<file path="config.mk">
export PLATFORM = sky130hd
export DESIGN_NAME = wh_bfly_node
export DESIGN_NICKNAME = d
export VERILOG_FILES = /design/src/rtl/wh_bfly_pkg.sv /design/src/rtl/wh_in_port.sv /design/src/rtl/wh_out_ctl.sv /design/src/rtl/wh_bfly_node.sv
export SDC_FILE = /design/constraint.sdc
export NUM_CORES = 1
export LEC_CHECK = 0
export BUFFER_PORTS_ARGS = -buffer_cell sky130_fd_sc_hd__buf_2
export CAP_MARGIN = 25
export CORE_ASPECT_RATIO = 1.25
export CORE_UTILIZATION = 55
export DETAILED_ROUTE_END_ITERATION = 6
export PLACE_DENSITY_LB_ADDON = 0.2
export SLEW_MARGIN = 20
export SYNTH_ARGS = -nofsm -noshare
export SYNTH_HDL_FRONTEND = slang
export SYNTH_SLANG_ARGS = --single-unit
export TNS_END_PERCENT = 100
</file>
<file path="constraint.sdc">
create_clock -name clk -period 2.4 [get_ports clk]
set_clock_uncertainty 0.05 [all_clocks]
set_input_delay 0 -clock clk [delete_from_list [all_inputs] [get_ports clk]]
set_output_delay 0 -clock clk [all_outputs]
set_load 0.01 [all_outputs]
</file>
<file path="src/rtl/wh_bfly_pkg.sv">
package wh_bfly_pkg;
   // output port numbering of the 2x2 node
   typedef enum logic {
      PORT_STRAIGHT = 1'b0,
      PORT_OBLIQUE  = 1'b1
   } port_e;

   localparam int NODE_PORTS = 2;
endpackage

</file>
<file path="src/rtl/wh_in_port.sv">
module wh_in_port
   import wh_bfly_pkg::*;
#(
   parameter int DATA_W  = 32,
   parameter int ID_W    = 3,
   parameter int STAGE   = 1,
   parameter bit REVERSE = 1'b0,
   parameter int SRC_LSB = 8,
   parameter int DST_LSB = 0,
   parameter int LEN_LSB = 16,
   parameter int LEN_W   = 8
) (
   input  logic              clk,
   input  logic              rst_n,
   input  logic [DATA_W-1:0] lnk_data,
   input  logic              lnk_rdy,
   output logic              lnk_ack,
   input  logic              take,
   output logic              req_valid,
   output logic              req_port,
   output logic              req_head,
   output logic              req_last,
   output logic [DATA_W-1:0] req_flit
);
   localparam bit LAST_STAGE = (STAGE == ID_W - 1);
   localparam int CMP_BIT    = REVERSE ? STAGE + 1 : ID_W - 1 - STAGE;
   localparam logic [LEN_W-1:0] LEN_ONE = {{(LEN_W-1){1'b0}}, 1'b1};

   logic              ack_q;
   logic              buf_v;
   logic [DATA_W-1:0] buf_d;
   logic              head_q;
   logic              route_q;
   logic [LEN_W-1:0]  rem_q;

   logic              arrive;
   logic              load;
   logic              head_port;
   logic [LEN_W-1:0]  pkt_len;
   logic              single;

   // routing decision for a heading flit, variant picked by stage and direction
   generate
      if (LAST_STAGE) begin : g_last
         assign head_port = buf_d[DST_LSB];
      end else begin : g_mid
         assign head_port = buf_d[SRC_LSB + CMP_BIT] ^ buf_d[DST_LSB + CMP_BIT];
      end
   endgenerate

   assign arrive  = lnk_rdy ^ ack_q;
   assign load    = arrive && (!buf_v || take);
   assign pkt_len = buf_d[LEN_LSB +: LEN_W];
   assign single  = (pkt_len <= LEN_ONE);

   assign lnk_ack   = ack_q;
   assign req_valid = buf_v;
   assign req_head  = head_q;
   assign req_port  = head_q ? head_port : route_q;
   assign req_last  = head_q ? single : (rem_q == LEN_ONE);
   assign req_flit  = buf_d;

   always_ff @(posedge clk) begin
      if (!rst_n) begin
         ack_q   <= 1'b0;
         buf_v   <= 1'b0;
         buf_d   <= '0;
         head_q  <= 1'b1;
         route_q <= PORT_STRAIGHT;
         rem_q   <= '0;
      end else begin
         buf_v <= load | (buf_v & ~take);
         if (load) begin
            buf_d <= lnk_data;
            ack_q <= ~ack_q;
         end
         if (take) begin
            if (head_q) begin
               route_q <= head_port;
               if (!single) begin
                  head_q <= 1'b0;
                  rem_q  <= pkt_len - LEN_ONE;
               end
            end else begin
               rem_q <= rem_q - LEN_ONE;
               if (rem_q == LEN_ONE) head_q <= 1'b1;
            end
         end
      end
   end

   // acknowledge only moves when a flit was announced
   p_ack_on_arrival_r6: assert property (@(posedge clk) disable iff (!rst_n)
      !(lnk_rdy ^ lnk_ack) |=> (lnk_ack == $past(lnk_ack)));

   // the output side never takes from an empty buffer
   p_take_has_flit_r6: assert property (@(posedge clk) disable iff (!rst_n)
      take |-> req_valid);

   // after the tail flit leaves, the next flit is a heading again
   p_release_after_tail_r4: assert property (@(posedge clk) disable iff (!rst_n)
      (take && !req_head && req_last) |=> req_head);
endmodule

</file>
<file path="src/rtl/wh_out_ctl.sv">
module wh_out_ctl
   import wh_bfly_pkg::*;
#(
   parameter int DATA_W = 32
) (
   input  logic                             clk,
   input  logic                             rst_n,
   input  logic [NODE_PORTS-1:0]             head_req,
   input  logic [NODE_PORTS-1:0]             body_req,
   input  logic [NODE_PORTS-1:0]             last,
   input  logic [NODE_PORTS-1:0][DATA_W-1:0] flit,
   output logic [NODE_PORTS-1:0]             gnt,
   output logic [DATA_W-1:0]                lnk_data,
   output logic                             lnk_rdy,
   input  logic                             lnk_ack
);
   logic              rdy_q;
   logic [DATA_W-1:0] data_q;
   logic              lock_q;
   logic              owner_q;
   logic              prio_q;

   logic              free;
   logic              any;
   logic              sel;

   assign free     = (rdy_q == lnk_ack);
   assign lnk_rdy  = rdy_q;
   assign lnk_data = data_q;

   always_comb begin
      gnt = '0;
      if (free) begin
         if (lock_q) begin
            gnt[owner_q] = body_req[owner_q];
         end else if (head_req[prio_q]) begin
            gnt[prio_q] = 1'b1;
         end else if (head_req[~prio_q]) begin
            gnt[~prio_q] = 1'b1;
         end
      end
   end

   assign any = |gnt;
   assign sel = gnt[1];

   always_ff @(posedge clk) begin
      if (!rst_n) begin
         rdy_q   <= 1'b0;
         data_q  <= '0;
         lock_q  <= 1'b0;
         owner_q <= 1'b0;
         prio_q  <= 1'b0;
      end else if (any) begin
         data_q <= flit[sel];
         rdy_q  <= ~rdy_q;
         if (!lock_q) prio_q <= ~sel;
         if (last[sel]) begin
            lock_q <= 1'b0;
         end else if (!lock_q) begin
            lock_q  <= 1'b1;
            owner_q <= sel;
         end
      end
   end

   // a pending flit is held until the next stage acknowledges it
   p_hold_pending_r7: assert property (@(posedge clk) disable iff (!rst_n)
      (lnk_rdy != lnk_ack) |=> ($stable(lnk_data) && $stable(lnk_rdy)));

   // at most one input drives this output in a cycle
   p_one_grant_r4: assert property (@(posedge clk) disable iff (!rst_n)
      $onehot0(gnt));

   // a reserved output serves only its owner
   p_lock_owner_r4: assert property (@(posedge clk) disable iff (!rst_n)
      lock_q |-> !gnt[~owner_q]);

   // a contested heading grant hands priority to the other input
   p_rr_turn_r5: assert property (@(posedge clk) disable iff (!rst_n)
      (any && !lock_q && (head_req == 2'b11)) |=> (prio_q != $past(prio_q)));
endmodule

</file>
<file path="src/rtl/wh_bfly_node.sv">
module wh_bfly_node
   import wh_bfly_pkg::*;
#(
   parameter int DATA_W  = 32,
   parameter int ID_W    = 3,
   parameter int STAGE   = 1,
   parameter bit REVERSE = 1'b0,
   parameter int SRC_LSB = 8,
   parameter int DST_LSB = 0,
   parameter int LEN_LSB = 16,
   parameter int LEN_W   = 8
) (
   input  logic                  clk,
   input  logic                  rst_n,
   input  logic [1:0][DATA_W-1:0] in_data,
   input  logic [1:0]             in_rdy,
   output logic [1:0]             in_ack,
   output logic [1:0][DATA_W-1:0] out_data,
   output logic [1:0]             out_rdy,
   input  logic [1:0]             out_ack
);
   localparam int ID_END  = (SRC_LSB > DST_LSB ? SRC_LSB : DST_LSB) + ID_W;
   localparam int LEN_END = LEN_LSB + LEN_W;

   initial begin
      assert (ID_W >= 1) else $error("ID_W must be at least 1");
      assert (STAGE >= 0 && STAGE < ID_W) else $error("STAGE out of range");
      assert (ID_END <= DATA_W && LEN_END <= DATA_W) else $error("heading fields exceed DATA_W");
      assert (LEN_W >= 2) else $error("LEN_W too small");
   end

   logic [NODE_PORTS-1:0]             rq_valid;
   logic [NODE_PORTS-1:0]             rq_port;
   logic [NODE_PORTS-1:0]             rq_head;
   logic [NODE_PORTS-1:0]             rq_last;
   logic [NODE_PORTS-1:0][DATA_W-1:0] rq_flit;
   logic [NODE_PORTS-1:0]             take;
   logic [NODE_PORTS-1:0]             gnt_o [NODE_PORTS];

   generate
      for (genvar gi = 0; gi < NODE_PORTS; gi++) begin : g_in
         wh_in_port #(
            .DATA_W (DATA_W),  .ID_W   (ID_W),    .STAGE  (STAGE),
            .REVERSE(REVERSE), .SRC_LSB(SRC_LSB), .DST_LSB(DST_LSB),
            .LEN_LSB(LEN_LSB), .LEN_W  (LEN_W)
         ) u_in (
            .clk      (clk),
            .rst_n    (rst_n),
            .lnk_data (in_data[gi]),
            .lnk_rdy  (in_rdy[gi]),
            .lnk_ack  (in_ack[gi]),
            .take     (take[gi]),
            .req_valid(rq_valid[gi]),
            .req_port (rq_port[gi]),
            .req_head (rq_head[gi]),
            .req_last (rq_last[gi]),
            .req_flit (rq_flit[gi])
         );
         assign take[gi] = gnt_o[0][gi] | gnt_o[1][gi];
      end

      for (genvar go = 0; go < NODE_PORTS; go++) begin : g_out
         logic [NODE_PORTS-1:0] hreq;
         logic [NODE_PORTS-1:0] breq;
         for (genvar gk = 0; gk < NODE_PORTS; gk++) begin : g_req
            assign hreq[gk] = rq_valid[gk] &  rq_head[gk] & (rq_port[gk] == go[0]);
            assign breq[gk] = rq_valid[gk] & ~rq_head[gk] & (rq_port[gk] == go[0]);
         end
         wh_out_ctl #(.DATA_W(DATA_W)) u_out (
            .clk     (clk),
            .rst_n   (rst_n),
            .head_req(hreq),
            .body_req(breq),
            .last    (rq_last),
            .flit    (rq_flit),
            .gnt     (gnt_o[go]),
            .lnk_data(out_data[go]),
            .lnk_rdy (out_rdy[go]),
            .lnk_ack (out_ack[go])
         );
      end
   endgenerate

   // one input's flit is never granted to both outputs
   p_single_dest_r4: assert property (@(posedge clk) disable iff (!rst_n)
      !(|(gnt_o[0] & gnt_o[1])));
endmodule

</file>
# Word-level counts from Yosys, hierarchy flattened
# Index checks and enable logic that the tools add are counted.
[word_totals]
regBits = 160
input_bits = 70
out_inout_bits = 68
[classes]
n_addsub = 4
magnitude_cmp = 16
eq_ne = 6
muxes = 56
bitwise_logic = 42
reduce_logical = 20
[op_table]
columns = ["operator", "n"]
rows = [
  ["2-to-1 mux 32 bit", 4],
  ["2-to-1 mux 1 bit", 34],
  ["2-to-1 mux 8 bit", 4],
  ["subtractor 8 x 1 -> 8 bit, second input constant", 4],
  ["NOT 1 bit", 18],
  ["== test 8 x 1 -> 1 bit, second input constant", 2],
  ["less-or-equal comparator 8 x 1 -> 1 bit, second input constant", 2],
  ["less-than comparator 1 x 2 -> 1 bit, second input constant", 8],
  ["2-to-1 mux 2 bit", 8],
  ["AND 1 bit", 14],
  ["logical AND 1 bit", 8],
  ["AND reduction 2 bit", 4],
  ["demux 1 bit (select 1 bit)", 6],
  ["greater-or-equal comparator 1 bit, second input constant", 6],
  ["AND reduction 3 bit", 2],
  ["AND 2 bit", 2],
  ["inequality test 2 bit, second input constant", 2],
  ["bitwise OR 1 bit", 4],
  ["OR reduction 2 bit", 2],
  ["XOR 1 bit", 4],
  ["== test 1 bit", 2],
  ["zero test 1 bit", 2],
  ["logical OR 1 bit", 2],
]

# Logic depth before layout (Yosys ltp)
[depth]
ltp_word = 14
ltp_mapped = 9
ltp_nobuf = 8

# Cells and area by module
# A second synthesis with hierarchy kept.
[hier_totals]
hier_cells = 936
area_unflattened_um2 = 7991.4
[modules_own_cells]
columns = ["mod", "instances", "cells_per_inst", "area_per_inst_um2", "seq_area_each_um2"]
rows = [
  ["wh_out_ctl", 2, 219, 1991.9, 720.7],
  ["wh_in_port", 2, 244, 1960.6, 880.8],
  ["wh_bfly_node", 1, 10, 86.3, 0.0],
]

# Worst setup path before layout
# Ideal clock, no wire load.
[synth_path]
kind = "register to register"
start = "register g_in[0].u_in.head_q"
end = "register g_out[0].u_out.data_q[21]"
setup_time_ns = 0.128
arrival_time_ns = 2.051
t_required_ns = 2.222
setup_slack_ns = 0.172
path_stages_with_launch = 9
path_buffers = 2
path_cell_list = "dfxtp_1 > clkbuf_1 > nand2_1 > or3_1 > a211oi_2 > clkbuf_1 > mux2_2 > mux2i_1 > nor2_1"
[synth_between]
elab_chain_cells = 11
elab_cells_between_ends = 21
classes_between = "mux (13); bitwise (7); reduce/logical (1)"
[synth_lines]
columns = ["element", "line", "rtl"]
rows = [
  ["from (decl)", "wh_in_port.sv:32", "logic head_q;"],
  ["from (signal assigned)", "wh_in_port.sv:68", "head_q <= 1'b1;"],
  ["from (signal assigned)", "wh_in_port.sv:81", "head_q <= 1'b0;"],
  ["from (signal assigned)", "wh_in_port.sv:86", "if (rem_q == LEN_ONE) head_q <= 1'b1;"],
  ["2-to-1 mux 1 bit", "wh_in_port.sv:59", "assign req_port = head_q ? head_port : route_q;"],
  ["NOT 1 bit", "wh_bfly_node.sv:66, wh_bfly_node.sv:67", ""],
  ["AND 1 bit", "wh_bfly_node.sv:66", "assign hreq[gk] = rq_valid[gk] & rq_head[gk] & (rq_port[gk] == go[0]);"],
  ["2-to-1 mux 1 bit (implied by the code) (2 in series)", "wh_out_ctl.sv:38", "end else if (head_req[~prio_q]) begin"],
  ["2-to-1 mux 2 bit", "wh_out_ctl.sv:38", ""],
  ["2-to-1 mux 2 bit", "wh_out_ctl.sv:36", "end else if (head_req[prio_q]) begin"],
  ["2-to-1 mux 2 bit *", "wh_out_ctl.sv:34", "if (lock_q) begin"],
  ["2-to-1 mux 2 bit *", "wh_out_ctl.sv:33", "if (free) begin"],
  ["2-to-1 mux 32 bit (implied by the code) (2 in series)", "wh_out_ctl.sv:55", "data_q <= flit[sel];"],
  ["to (signal assigned)", "wh_out_ctl.sv:55", ""],
  ["to (decl)", "wh_out_ctl.sv:18", "logic [DATA_W-1:0] data_q;"],
]
# Every way passes the cells marked *; elsewhere a longest branch is shown, timed or not. The select of a mux whose other input is x is not followed.
# A chain may end at the register's enable or synchronous reset.

# Worst setup path after layout
[layout_path]
start = "register g_in[0].u_in.buf_d[1]"
end = "register g_in[1].u_in.buf_d[17]"
[layout_between]
elab_chain_cells = 13
elab_cells_between_ends = 32
classes_between = "mux (21); bitwise (9); reduce/logical (2)"
[layout_lines]
columns = ["element", "line", "rtl"]
rows = [
  ["from (decl)", "wh_in_port.sv:31", "logic [DATA_W-1:0] buf_d;"],
  ["from (signal assigned)", "wh_in_port.sv:74", "buf_d <= lnk_data;"],
  ["XOR 1 bit *", "wh_in_port.sv:47", "assign head_port = buf_d[SRC_LSB + CMP_BIT] ^ buf_d[DST_LSB + CMP_BIT];"],
  ["2-to-1 mux 1 bit *", "wh_in_port.sv:59", ""],
  ["NOT 1 bit", "wh_bfly_node.sv:66, wh_bfly_node.sv:67", ""],
  ["AND 1 bit", "wh_bfly_node.sv:66", ""],
  ["2-to-1 mux 1 bit (implied by the code) (2 in series)", "wh_out_ctl.sv:38", ""],
  ["2-to-1 mux 2 bit", "wh_out_ctl.sv:38", ""],
  ["2-to-1 mux 2 bit", "wh_out_ctl.sv:36", ""],
  ["2-to-1 mux 2 bit", "wh_out_ctl.sv:34", ""],
  ["2-to-1 mux 2 bit", "wh_out_ctl.sv:33", ""],
  ["bitwise OR 1 bit *", "wh_bfly_node.sv:59", "assign take[gi] = gnt_o[0][gi] | gnt_o[1][gi];"],
  ["logical OR 1 bit *", "wh_in_port.sv:52", "assign load = arrive && (!buf_v || take);"],
  ["logical AND 1 bit *", "wh_in_port.sv:52", ""],
  ["to (signal assigned)", "wh_in_port.sv:74", ""],
  ["to (decl)", "wh_in_port.sv:31", ""],
]
# Marks and branches as above.

==> flow_summary.yaml <==
run_status:
  outcome: "finished clean"
clock_network:
  cts_tree: "done"
  cts.sinks: 160
  htree_levels: 4
  cts.clk_slew.worst_paths_ns: 0.06
  cts_buffer_depth: 2
  cts_made_buffers: 17
  cts_root_buf: "clkbuf_16"
  clk-insertion-delay-late_ns: 0.43
placement:
  port-buffer-count: 137
  dp_slack_ns: -0.08346
  placedCellCount: 1118
  place_hpwl_um: 12200
  dpl_cell_area_um2: 7958
  gp_congestion: 0.9191
floorplan:
  die-area_um2: 13060
  ios: 138
  core-area_um2: 12220
  dieHeight_um: 127.5
  die_x_um: 102.4
  row_count: 45
  initial_core_util: 0.5674
yosys:
  synth-main-ff-cell: "dfxtp_1"
  avgSynthCellArea_um2: 8.147
  yosysTopAreaCell: "dfxtp_1"
  synthesis.area_um2: 6933
  synth_edf_count: 0
  synth_top_area_share: 0.4620
  yosysUniqueCellTypes: 52
  synth_nets: 929
  async_flop_share: 0
  ys_seq_area_frac: 0.4620
  synthTopCellsByArea: "dfxtp_1 (46%), nand2_1 (7.6%), a22oi_1 (7.1%), o21ai_0 (5.7%), a21oi_1 (5.6%)"
  syn_inst: 851
  ys.warnings.count: 0
  ys_ff_latch: 160
run:
  maxCapViolations: 0
sta:
  layout_setup_ws_ns: 0.03290
  tightest_slew_ns: 0.7282
  finalCriticalPeriod_ns: 2.367
  hold_violations: 0
  tns_ns: 0
  timing.hold.ws_ns: 0.07077
  slew_violations: 0
  slew_headroom: 0.5134
  setup_violations: 0
  period_share: 0.9863
  fmax_ghz: 0.4225
drt:
  drt-pass1-iter-count: 5
  vias: 7187
  routed_via_density: 5.886
  drtIter0Drc: 597
  wl_um: 21530
  drcViolationCount: 0
  ant_nets: 0
  wl_per_cell_um: 17.63
hold_path:
  hold_path_class: "in -> reg"
critical_path:
  cp-end-kind: "flop"
  crit_required_ns: 2.69
  r2r-end: "g_in[1].u_in.req_flit[17]$_SDFFE_PN0P_"
  regToRegSetupSlack_ns: 0.03
  setup.worst_path.start: "g_in[0].u_in.req_flit[1]$_SDFFE_PN0P_"
  ff2ff_path_depth: 9
  arrival_ns: 2.66
  worstReg2RegStart: "g_in[0].u_in.req_flit[1]$_SDFFE_PN0P_"
  start_kind: "flop"
  cp_max_fo: 32
  crit_type: "reg -> reg"
  cp-endpoint: "g_in[1].u_in.req_flit[17]$_SDFFE_PN0P_"
pwr:
  p_per_area_nw_per_um2: 895.8
  p_sw_mw: 2.789
  swShare: 0.3336
  power_frac_seq: 0.386
  leakage_nw: 3.857
  vdd_ir_drop_max_v: 0.0005906
  pwr-share-clk: 0.344
  combPwrFrac: 0.270
  power.internal_mw: 5.571
layout:
  diodes: 0
  design_area_um2: 9333
  final_cell_count_no_fill: 1221
  nets: 1122
  drive_gt1_frac: 0.2242
  area_growth_pct: 34.61
grt:
  grt_pass1_wl_um: 33720
  gr-total-overflow: 0
  grt_use_total: 0.3356
  grt_start_max_net_pins: 136
  grt_pass1_vias: 6801
  antenna_found_initial: 0
## cell type report
type,instances,area (µm²)
Clock buffer,19,452.9
Clock inverter,13,177.7
Fill cell,856,2885
Inverter,19,71.32
Multi-Input combinational cell,601,3448
Sequential cell,160,3204
Tap cell,164,205.2
Timing Repair Buffer,245,1773
## power by group through the flow
stage	sequential [mW]	combinational, mW	clock [mW]
floorplan	3.23	1.33	0
global placement	3.25	1.99	0
detailed placement	3.26	2.01	0
CTS	3.21	2.16	2.88
global route	3.26	2.46	3.01
finish	3.23	2.26	2.87
## state kept, by name, indices dropped and copies added (netlist names)
signal and flops:
g_in.u_in.req_flit 64, g_out.u_out.lnk_data 64, g_in.u_in.rem_q 16, g_in.u_in.lnk_ack 2, g_in.u_in.req_head 2, g_in.u_in.req_valid 2
g_in.u_in.route_q 2, g_out.u_out.lnk_rdy 2, g_out.u_out.lock_q 2, g_out.u_out.owner_q 2, g_out.u_out.prio_q 2
## layer usage
metal / global-route usage / vias up / part of all wire
li1: - / 3395 / -
met1: 0.4171 / 3337 / 0.39
met2: 0.5588 / 384 / 0.49
met3: 0.06947 / 71 / 0.083
met4: 0.1387 / 0 / 0.033
met5: 0 / - / 0
## cell families (layout without fill, tap and decap cells)
kind of cell    Yosys count  count (layout)  synth area share
simple gates            301             302            0.1958
compound gates          257             257            0.2279
flops                   160             160            0.4620
buf+inv                  91             296           0.05342
xor+xnor                 18              18           0.02274
mux                      16              16           0.02364
fa+ha+maj                 8               8           0.01444
## cells in the mapped netlist (all sizes together) (2+ instances only)
cell type and number:
a211oi 2, nor3 10, o31ai 3, o21bai 2, o21a 4, xor2 11, mux2 3, nor2b 2
nand2 141, or3 7, inv 19, nor2 40, a22o 2, dfxtp 160, or4 5, o21ai 80
and3b 2, a22oi 66, nor3b 2, nand4b 3, a21oi 78, mux2i 13, clkbuf 53, nand2b 2
xnor2 7, a31oi 8, nor4 6, nand3b 3, o311ai 2, buf 19, or2 7, ha 8
nand3 68
## timing repair
action | in CTS | in global routing
setup buffers | 1 | 2
gates cloned | 1 | 1
hold buffers | 66 | 0
pin swaps | 1 | 1
endpoints found under the setup margin | 34 | 121
endpoints found under the hold margin | 68 | 0
gates resized for setup | 2 | 5
## critical path, cell delays in order, from the launching register on
cell and delay [ns]:
dfxtp_1 0.36, xor2_2 0.22, o311ai_1 0.38, buf_4 0.19, a21oi_4 0.09, buf_6 0.19
o31ai_4 0.31, buf_12 0.24, nand3_1 0.11, o21ai_0 0.13
## per-stage QoR
step | util | power, mW
floorplan | - | 4.558
global placement | 0.6513 | 5.244
detailed placement | 0.6513 | 5.275
CTS | 0.7588 | 8.241
global route | 0.7639 | 8.735
finish | 0.7639 | 8.360
## worst min-delay path by stage
stage	startpoint	end	slack, ns	cells after the start
floorplan	in_data[0]	g_in[0].u_in.req_flit[0]$_SDFFE_PN0P_	0.09	2
global placement	in_data[36]	g_in[1].u_in.req_flit[4]$_SDFFE_PN0P_	0.20	3
detailed placement	in_data[36]	g_in[1].u_in.req_flit[4]$_SDFFE_PN0P_	0.20	3
CTS	rst_n	g_in[1].u_in.req_head$_SDFFE_PN1P_	0.07	3
global route	rst_n	g_out[0].u_out.lnk_data[24]$_SDFFE_PN0P_	0.12	3
finish	rst_n	g_in[1].u_in.rem_q[0]$_SDFFE_PN0P_	0.07	3
## placed cells by master, fill, tap and decap left out, types with 34 or more instances in the layout
master and n:
o21ai_0 79, nand2_1 141, buf_4 34, dlygate4sd3_1 66, a21oi_1 76, nand3_1 68
dfxtp_1 159, a22oi_1 66, nor2_1 38, buf_2 136
Note: power is estimated with default switching activity, not from simulation.
